### src/rtl/ssf_pkg.sv
package ssf_pkg;
  // Next fill level given a write and a read in the same cycle.
  function automatic logic [7:0] fill_step(input logic [7:0] c, input logic inc, input logic dec);
    logic [7:0] r;
    r = c;
    if (inc && !dec) r = c + 8'd1;
    else if (dec && !inc) r = c - 8'd1;
    return r;
  endfunction

  // Almost-empty comparison.
  function automatic logic below_thr(input logic [7:0] c, input logic [7:0] thr);
    return c < thr;
  endfunction
endpackage

### src/rtl/ssf_slot_capture.sv
module ssf_slot_capture #(
  parameter int SYM_W = 8,
  parameter int SLOTS = 4,
  localparam int SLOT_W = $clog2(SLOTS),
  localparam int BIT_W = $clog2(SYM_W),
  localparam int POS_W = BIT_W + SLOT_W
) (
  input  logic              clk,
  input  logic              rst_n,
  input  logic              ser_valid,
  input  logic              ser_data,
  input  logic              frame_sync,
  input  logic              mode_fm,
  input  logic [SLOT_W-1:0] i_slot,
  input  logic [SLOT_W-1:0] q_slot,
  output logic              push,
  output logic [SYM_W-1:0]  push_i,
  output logic [SYM_W-1:0]  push_q
);
  logic [POS_W-1:0]  pos, cur_pos;
  logic [SYM_W-1:0]  sh, word, i_hold, q_hold;
  logic              got_i, got_q, had_i, had_q;
  logic              last_bit, i_done, q_done;
  logic [SLOT_W-1:0] slot;

  always_comb begin
    cur_pos  = frame_sync ? '0 : pos;
    word     = {sh[SYM_W-2:0], ser_data};
    slot     = cur_pos[POS_W-1:BIT_W];
    last_bit = ser_valid && (cur_pos[BIT_W-1:0] == BIT_W'(SYM_W-1));
    i_done   = last_bit && (slot == i_slot);
    q_done   = last_bit && (slot == q_slot);
    had_i    = got_i && !frame_sync;
    had_q    = got_q && !frame_sync;
    if (mode_fm) push = i_done;
    else         push = (i_done || q_done) && (i_done || had_i) && (q_done || had_q);
    push_i   = i_done ? word : i_hold;
    push_q   = mode_fm ? '0 : (q_done ? word : q_hold);
  end

  always_ff @(posedge clk or negedge rst_n) begin
    if (!rst_n) begin
      pos    <= '0;
      sh     <= '0;
      got_i  <= 1'b0;
      got_q  <= 1'b0;
      i_hold <= '0;
      q_hold <= '0;
    end else if (ser_valid) begin
      pos   <= cur_pos + POS_W'(1);
      sh    <= word;
      got_i <= i_done || had_i;
      got_q <= q_done || had_q;
      if (i_done) i_hold <= word;
      if (q_done) q_hold <= word;
    end
  end
endmodule

### src/rtl/ssf_fifo.sv
module ssf_fifo
  import ssf_pkg::*;
#(
  parameter int SYM_W = 8,
  parameter int AW = 3,
  localparam int DEPTH = 2 ** AW
) (
  input  logic             clk,
  input  logic             rst_n,
  input  logic             clear,
  input  logic             wr,
  input  logic [SYM_W-1:0] wr_i,
  input  logic [SYM_W-1:0] wr_q,
  input  logic             rd,
  output logic [AW-1:0]    count,
  output logic [SYM_W-1:0] head_i,
  output logic [SYM_W-1:0] head_q
);
  logic [2*SYM_W-1:0] mem [DEPTH];
  logic [AW-1:0]      wr_ptr, rd_ptr;

  assign {head_i, head_q} = mem[rd_ptr];

  always_ff @(posedge clk) begin
    if (wr && !clear) mem[wr_ptr] <= {wr_i, wr_q};
  end

  always_ff @(posedge clk or negedge rst_n) begin
    if (!rst_n) begin
      wr_ptr <= '0;
      rd_ptr <= '0;
      count  <= '0;
    end else if (clear) begin
      wr_ptr <= '0;
      rd_ptr <= '0;
      count  <= '0;
    end else begin
      if (wr) wr_ptr <= wr_ptr + AW'(1);
      if (rd) rd_ptr <= rd_ptr + AW'(1);
      count <= AW'(fill_step(8'(count), wr, rd));
    end
  end
endmodule

### src/rtl/ssf_chan_ctrl.sv
module ssf_chan_ctrl #(
  parameter int FLUSH_N = 24,
  localparam int FC_W = $clog2(FLUSH_N + 1)
) (
  input  logic clk,
  input  logic rst_n,
  input  logic online_in,
  input  logic full,
  input  logic rd_stb,
  output logic on_rise,
  output logic online,
  output logic flushed
);
  logic            online_d;
  logic [FC_W-1:0] fcnt;

  assign on_rise = online_in && !online_d;
  assign flushed = (fcnt == FC_W'(FLUSH_N));

  always_ff @(posedge clk or negedge rst_n) begin
    if (!rst_n) begin
      online_d <= 1'b0;
      online   <= 1'b0;
      fcnt     <= '0;
    end else begin
      online_d <= online_in;
      if (on_rise)                 online <= 1'b1;
      else if (!online_in || full) online <= 1'b0;
      if (on_rise)                           fcnt <= '0;
      else if (!online && rd_stb && !flushed) fcnt <= fcnt + FC_W'(1);
    end
  end
endmodule

### src/rtl/sym_capture_fifo.sv
module sym_capture_fifo
  import ssf_pkg::*;
#(
  parameter int SYM_W = 8,
  parameter int SLOTS = 4,
  parameter int AW = 3,
  parameter int FLUSH_N = 24,
  localparam int SLOT_W = $clog2(SLOTS)
) (
  input  logic              clk,
  input  logic              rst_n,
  input  logic              online_in,
  input  logic              mode_fm,
  input  logic [SLOT_W-1:0] i_slot,
  input  logic [SLOT_W-1:0] q_slot,
  input  logic              frame_sync,
  input  logic              ser_valid,
  input  logic              ser_data,
  input  logic [AW-1:0]     ae_thresh,
  input  logic              rd_stb,
  output logic [SYM_W-1:0]  rd_i,
  output logic [SYM_W-1:0]  rd_q,
  output logic [AW-1:0]     fill,
  output logic              empty,
  output logic              almost_empty,
  output logic              overflow,
  output logic              underflow,
  output logic              flushed,
  output logic              is_online
);
  localparam logic [AW-1:0] FULL = AW'(2 ** AW - 1);

  logic             push, wr_evt, pop_evt, on_rise, full;
  logic [SYM_W-1:0] push_i, push_q, head_i, head_q;

  ssf_slot_capture #(.SYM_W(SYM_W), .SLOTS(SLOTS)) u_cap (
    .clk(clk), .rst_n(rst_n), .ser_valid(ser_valid), .ser_data(ser_data),
    .frame_sync(frame_sync), .mode_fm(mode_fm), .i_slot(i_slot), .q_slot(q_slot),
    .push(push), .push_i(push_i), .push_q(push_q)
  );

  assign full    = (fill == FULL);
  assign wr_evt  = push && is_online && (!full || rd_stb);
  assign pop_evt = rd_stb && is_online && ((fill != '0) || wr_evt);

  ssf_fifo #(.SYM_W(SYM_W), .AW(AW)) u_fifo (
    .clk(clk), .rst_n(rst_n), .clear(on_rise), .wr(wr_evt), .wr_i(push_i),
    .wr_q(push_q), .rd(pop_evt), .count(fill), .head_i(head_i), .head_q(head_q)
  );

  ssf_chan_ctrl #(.FLUSH_N(FLUSH_N)) u_ctl (
    .clk(clk), .rst_n(rst_n), .online_in(online_in), .full(full),
    .rd_stb(rd_stb), .on_rise(on_rise), .online(is_online), .flushed(flushed)
  );

  always_comb begin
    rd_i = '0;
    rd_q = '0;
    if (is_online) begin
      if (fill != '0) begin
        rd_i = head_i;
        rd_q = head_q;
      end else if (wr_evt) begin
        rd_i = push_i;
        rd_q = push_q;
      end
    end
  end

  assign empty        = (fill == '0);
  assign overflow     = full;
  assign almost_empty = below_thr(8'(fill), 8'(ae_thresh));

  always_ff @(posedge clk or negedge rst_n) begin
    if (!rst_n) underflow <= 1'b0;
    else        underflow <= is_online && rd_stb && (fill == '0) && !wr_evt;
  end
endmodule

### config.mk
export PLATFORM = sky130hd
export DESIGN_NAME = sym_capture_fifo
export DESIGN_NICKNAME = d
export VERILOG_FILES = /design/src/rtl/ssf_pkg.sv /design/src/rtl/ssf_slot_capture.sv /design/src/rtl/ssf_fifo.sv /design/src/rtl/ssf_chan_ctrl.sv /design/src/rtl/sym_capture_fifo.sv
export SDC_FILE = /design/constraint.sdc
export NUM_CORES = 1
export LEC_CHECK = 0
export ABC_CLOCK_PERIOD_IN_PS = 3850
export BUFFER_PORTS_ARGS = -buffer_cell sky130_fd_sc_hd__buf_2
export CAP_MARGIN = 15
export CORE_MARGIN = 3
export CORE_UTILIZATION = 55
export DETAILED_ROUTE_END_ITERATION = 7
export PLACE_DENSITY = 0.76
export SLEW_MARGIN = 25
export SYNTH_ARGS = -nofsm -noshare
export SYNTH_HDL_FRONTEND = slang
export SYNTH_SLANG_ARGS = --single-unit
### constraint.sdc
create_clock -name clk -period 3.85 [get_ports clk]
set_input_delay 0.1925 -clock clk [delete_from_list [all_inputs] [get_ports clk]]
set_output_delay 0.1925 -clock clk [all_outputs]
set_load 0.1 [all_outputs]
==> flow_summary.yaml <==
clock_network:
  cts_hold_buf: 2
  cts_tree: "done"
  h-tree-depth: 4
  post_cts_buffers: 0
  clk_path_buf_depth: 2
  path_clk_slew_ns: 0.06
  cts_root_buf: "clkbuf_16"
  ctsResizeCount: 0
  cts_buffers: 17
  cts.sink_count: 175
  clk_latency_ns: 0.42
global_route:
  grt_pass1_vias: 4532
  grt-ovfl-total: 0
  grt_max_degree: 48
  gr-usage-all-layers_pct: 21.7
  grt_pass1_wl_um: 24000
  grt_antenna_before_repair: 0
power:
  p_per_area_nw_per_um2: 536
  p_leak_nw: 3.37
  ir_worst_vdd_uv: 355
timing:
  fin_setup_tns_ns: 0
  maxSlewViolCount: 0
  setup_slack_ns: 0.438
  holdWs_ns: 0.0687
  hold_viol_final: 0
  max_freq_mhz: 293
  slew_headroom_pct: 52.1
  worstMarginPinSlew_ns: 0.712
  period_share_pct: 88.6
  grt_setup_unrepaired: "no"
  skew_ns: 0.00895
  period_minus_slack_ns: 3.41
  setup_violations: 0
synth:
  synth_flop_cell: "edfxtp_1"
  yosys_warnings: 0
  syn_nets: 504
  async_flop_share_pct: 26.9
  synth_edf_count: 128
  syn_inst: 480
  netlist_area_um2: 7580
  ys_ff_latch: 175
  avgSynthCellArea_um2: 15.8
  synth_cell_types: 47
  synth-seq-area-share_pct: 66.2
setup_path:
  crit_path_end_kind: "output pin"
  cp.required_ns: 3.66
  crit_type: "flip-flop to output pin"
  start_kind: "flip-flop"
  crit_fanout: 9
  worstPathArrival_ns: 3.22
finish:
  regArea_um2: 5020
  nNetsFinal: 555
  multi_input_area_um2: 2370
  n_fill_cell: 947
  drive_gt1_share_pct: 29.8
  diodes: 0
  area_growth_pct: 14.1
drt:
  first_iter_violations: 311
  drc: 0
  vias: 4231
  drt-total-wl_um: 15100
  via_per_inst: 5.88
  first_pass_iters: 4
  drtAntennaViolNets: 0
  wl_per_cell_um: 21.0
place:
  post-place-ws_ns: 0.900
  place.gp.congestion: 0.782
  hpwlAfterDp_um: 9290
  port_buffers: 39
die:
  die_area_um2: 15200
  chipHeight_um: 123
  io_pins: 40
  die_w_um: 123
  core-area_um2: 13300
  start_util_pct: 56.8
  num_rows: 42
run:
  max-cap-violations: 0
worst_hold_path:
  hp-class: "input pin to flip-flop"
outcome:
  status: "finished clean"
[worst paths after layout]
kind	to	depth (start not counted)	from	slack, ns
min	u_cap.i_hold[0]	2	ser_data	0.07
max	rd_q[7]	11	u_cap.pos[0]	0.44
max reg2reg	u_fifo.mem[2][15]	8	u_cap.pos[3]	0.91
min reg2reg	u_ctl.online	1	u_ctl.online_d	0.48
min in group asynchronous	u_cap.pos[3]	2	rst_n	0.32
max in group asynchronous	u_fifo.rd_ptr[0]	2	rst_n	3.09
[synthesized netlist by cell type (all sizes together), types with 2 or more instances]
cell type  count  share of area, %
a21o           3              0.30
a21oi          9              0.59
a31oi          9              0.74
a32oi          2              0.33
and3           5              0.41
and3b          2              0.23
buf           12              0.92
clkbuf        17              0.84
dfrtp         47                16
edfxtp       128                51
ha             8               1.3
inv           22               1.1
mux2          25               3.7
mux2i         28               3.7
mux4          32               9.5
nand2         13              0.64
nand2b         2              0.17
nand3          8              0.53
nor2          40               2.0
nor2b         14               1.2
nor3           8              0.66
nor3b          5              0.50
nor4           5              0.50
o21a          10              0.99
o21ai          3              0.20
o22ai          2              0.17
or3            3              0.25
xnor2          6              0.69
xor2           2              0.23
[cells in the final DEF (no fill, tap or decap), drive strengths merged, types with 5 or more instances in the layout]
master	n
dfrtp	47
inv	23
buf	59
mux2i	28
clkinv	6
nand3	8
nor3	8
mux2	25
nand2	13
a21oi	9
o21a	10
ha	8
clkinvlp	5
and3	5
xnor2	6
nor2b	14
edfxtp	128
nor4	5
nor2	40
clkbuf	18
a31oi	9
nor3b	5
mux4	32
[kinds of logic after synthesis]
| logic type | share of synthesized area (%) |
|---|---|
| xor gates and xnor gates | 0.925 |
| buffers and inverters | 2.86 |
| and+or+nand+nor | 7.61 |
| AOI/OAI and AO/OA | 3.86 |
| muxes | 16.9 |
| adders and majority gates | 1.59 |
| DFF | 66.2 |
[state kept, by name (all words and copies together), names as in the netlist]
signal,cells
u_fifo.mem,128
u_cap.sh,7
u_ctl.online_d,1
u_fifo.rd_ptr,3
u_fifo.wr_ptr,3
u_fifo.count,3
u_ctl.online,1
u_cap.i_hold,8
underflow,1
u_cap.pos,5
u_cap.got_q,1
u_cap.q_hold,8
u_cap.got_i,1
u_ctl.fcnt,5
[stage by stage]
| step | instances | cell area (um^2) | power (W) | util [%] |
|---|---|---|---|---|
| floorplan | 480 | 7580 | 0.00285 | - |
| global placement | 686 | 8050 | 0.00300 | 60.3 |
| detailed placement | 686 | 8060 | 0.00303 | 60.3 |
| CTS | 720 | 8650 | 0.00467 | 64.8 |
| global route | 720 | 8650 | 0.00481 | 64.8 |
| finish | 720 | 8650 | 0.00464 | 64.8 |
[routing by layer]
layer,vias up,track usage [%],wire length [um]
met5,-,0,0
met4,0,9.69,412
met3,29,5.17,647
met2,121,35.2,7720
met1,2173,28.0,6320
li1,1908,-,-
[layout make-up]
cell class              count  share of cell area, %
clock inverters            14                   1.66
clock buffers              18                   4.96
inverters                  22                  0.955
repair buffers             61                   4.40
well taps                 176                   2.55
multi-input cells         254                   27.4
flip-flops and latches    175                   58.1
[power by group]
part | internal [W] | switching, W
Clock | 0.000952 | 0.000693
Sequential | 0.00208 | 0.0000863
Combinational | 0.000271 | 0.000555
Total | 0.00330 | 0.00133
[worst max-delay path: stages, from the launching register on]
cell,delay (ns)
dfrtp_1,0.37
nor2b_1,0.19
ha_1,0.19
ha_1,0.14
nand2_1,0.15
a21oi_1,0.19
buf_4,0.23
mux2i_1,0.12
nor2_1,0.43
and3_1,0.24
o21a_1,0.12
buf_2,0.42
(Power assumes the default switching activity.)
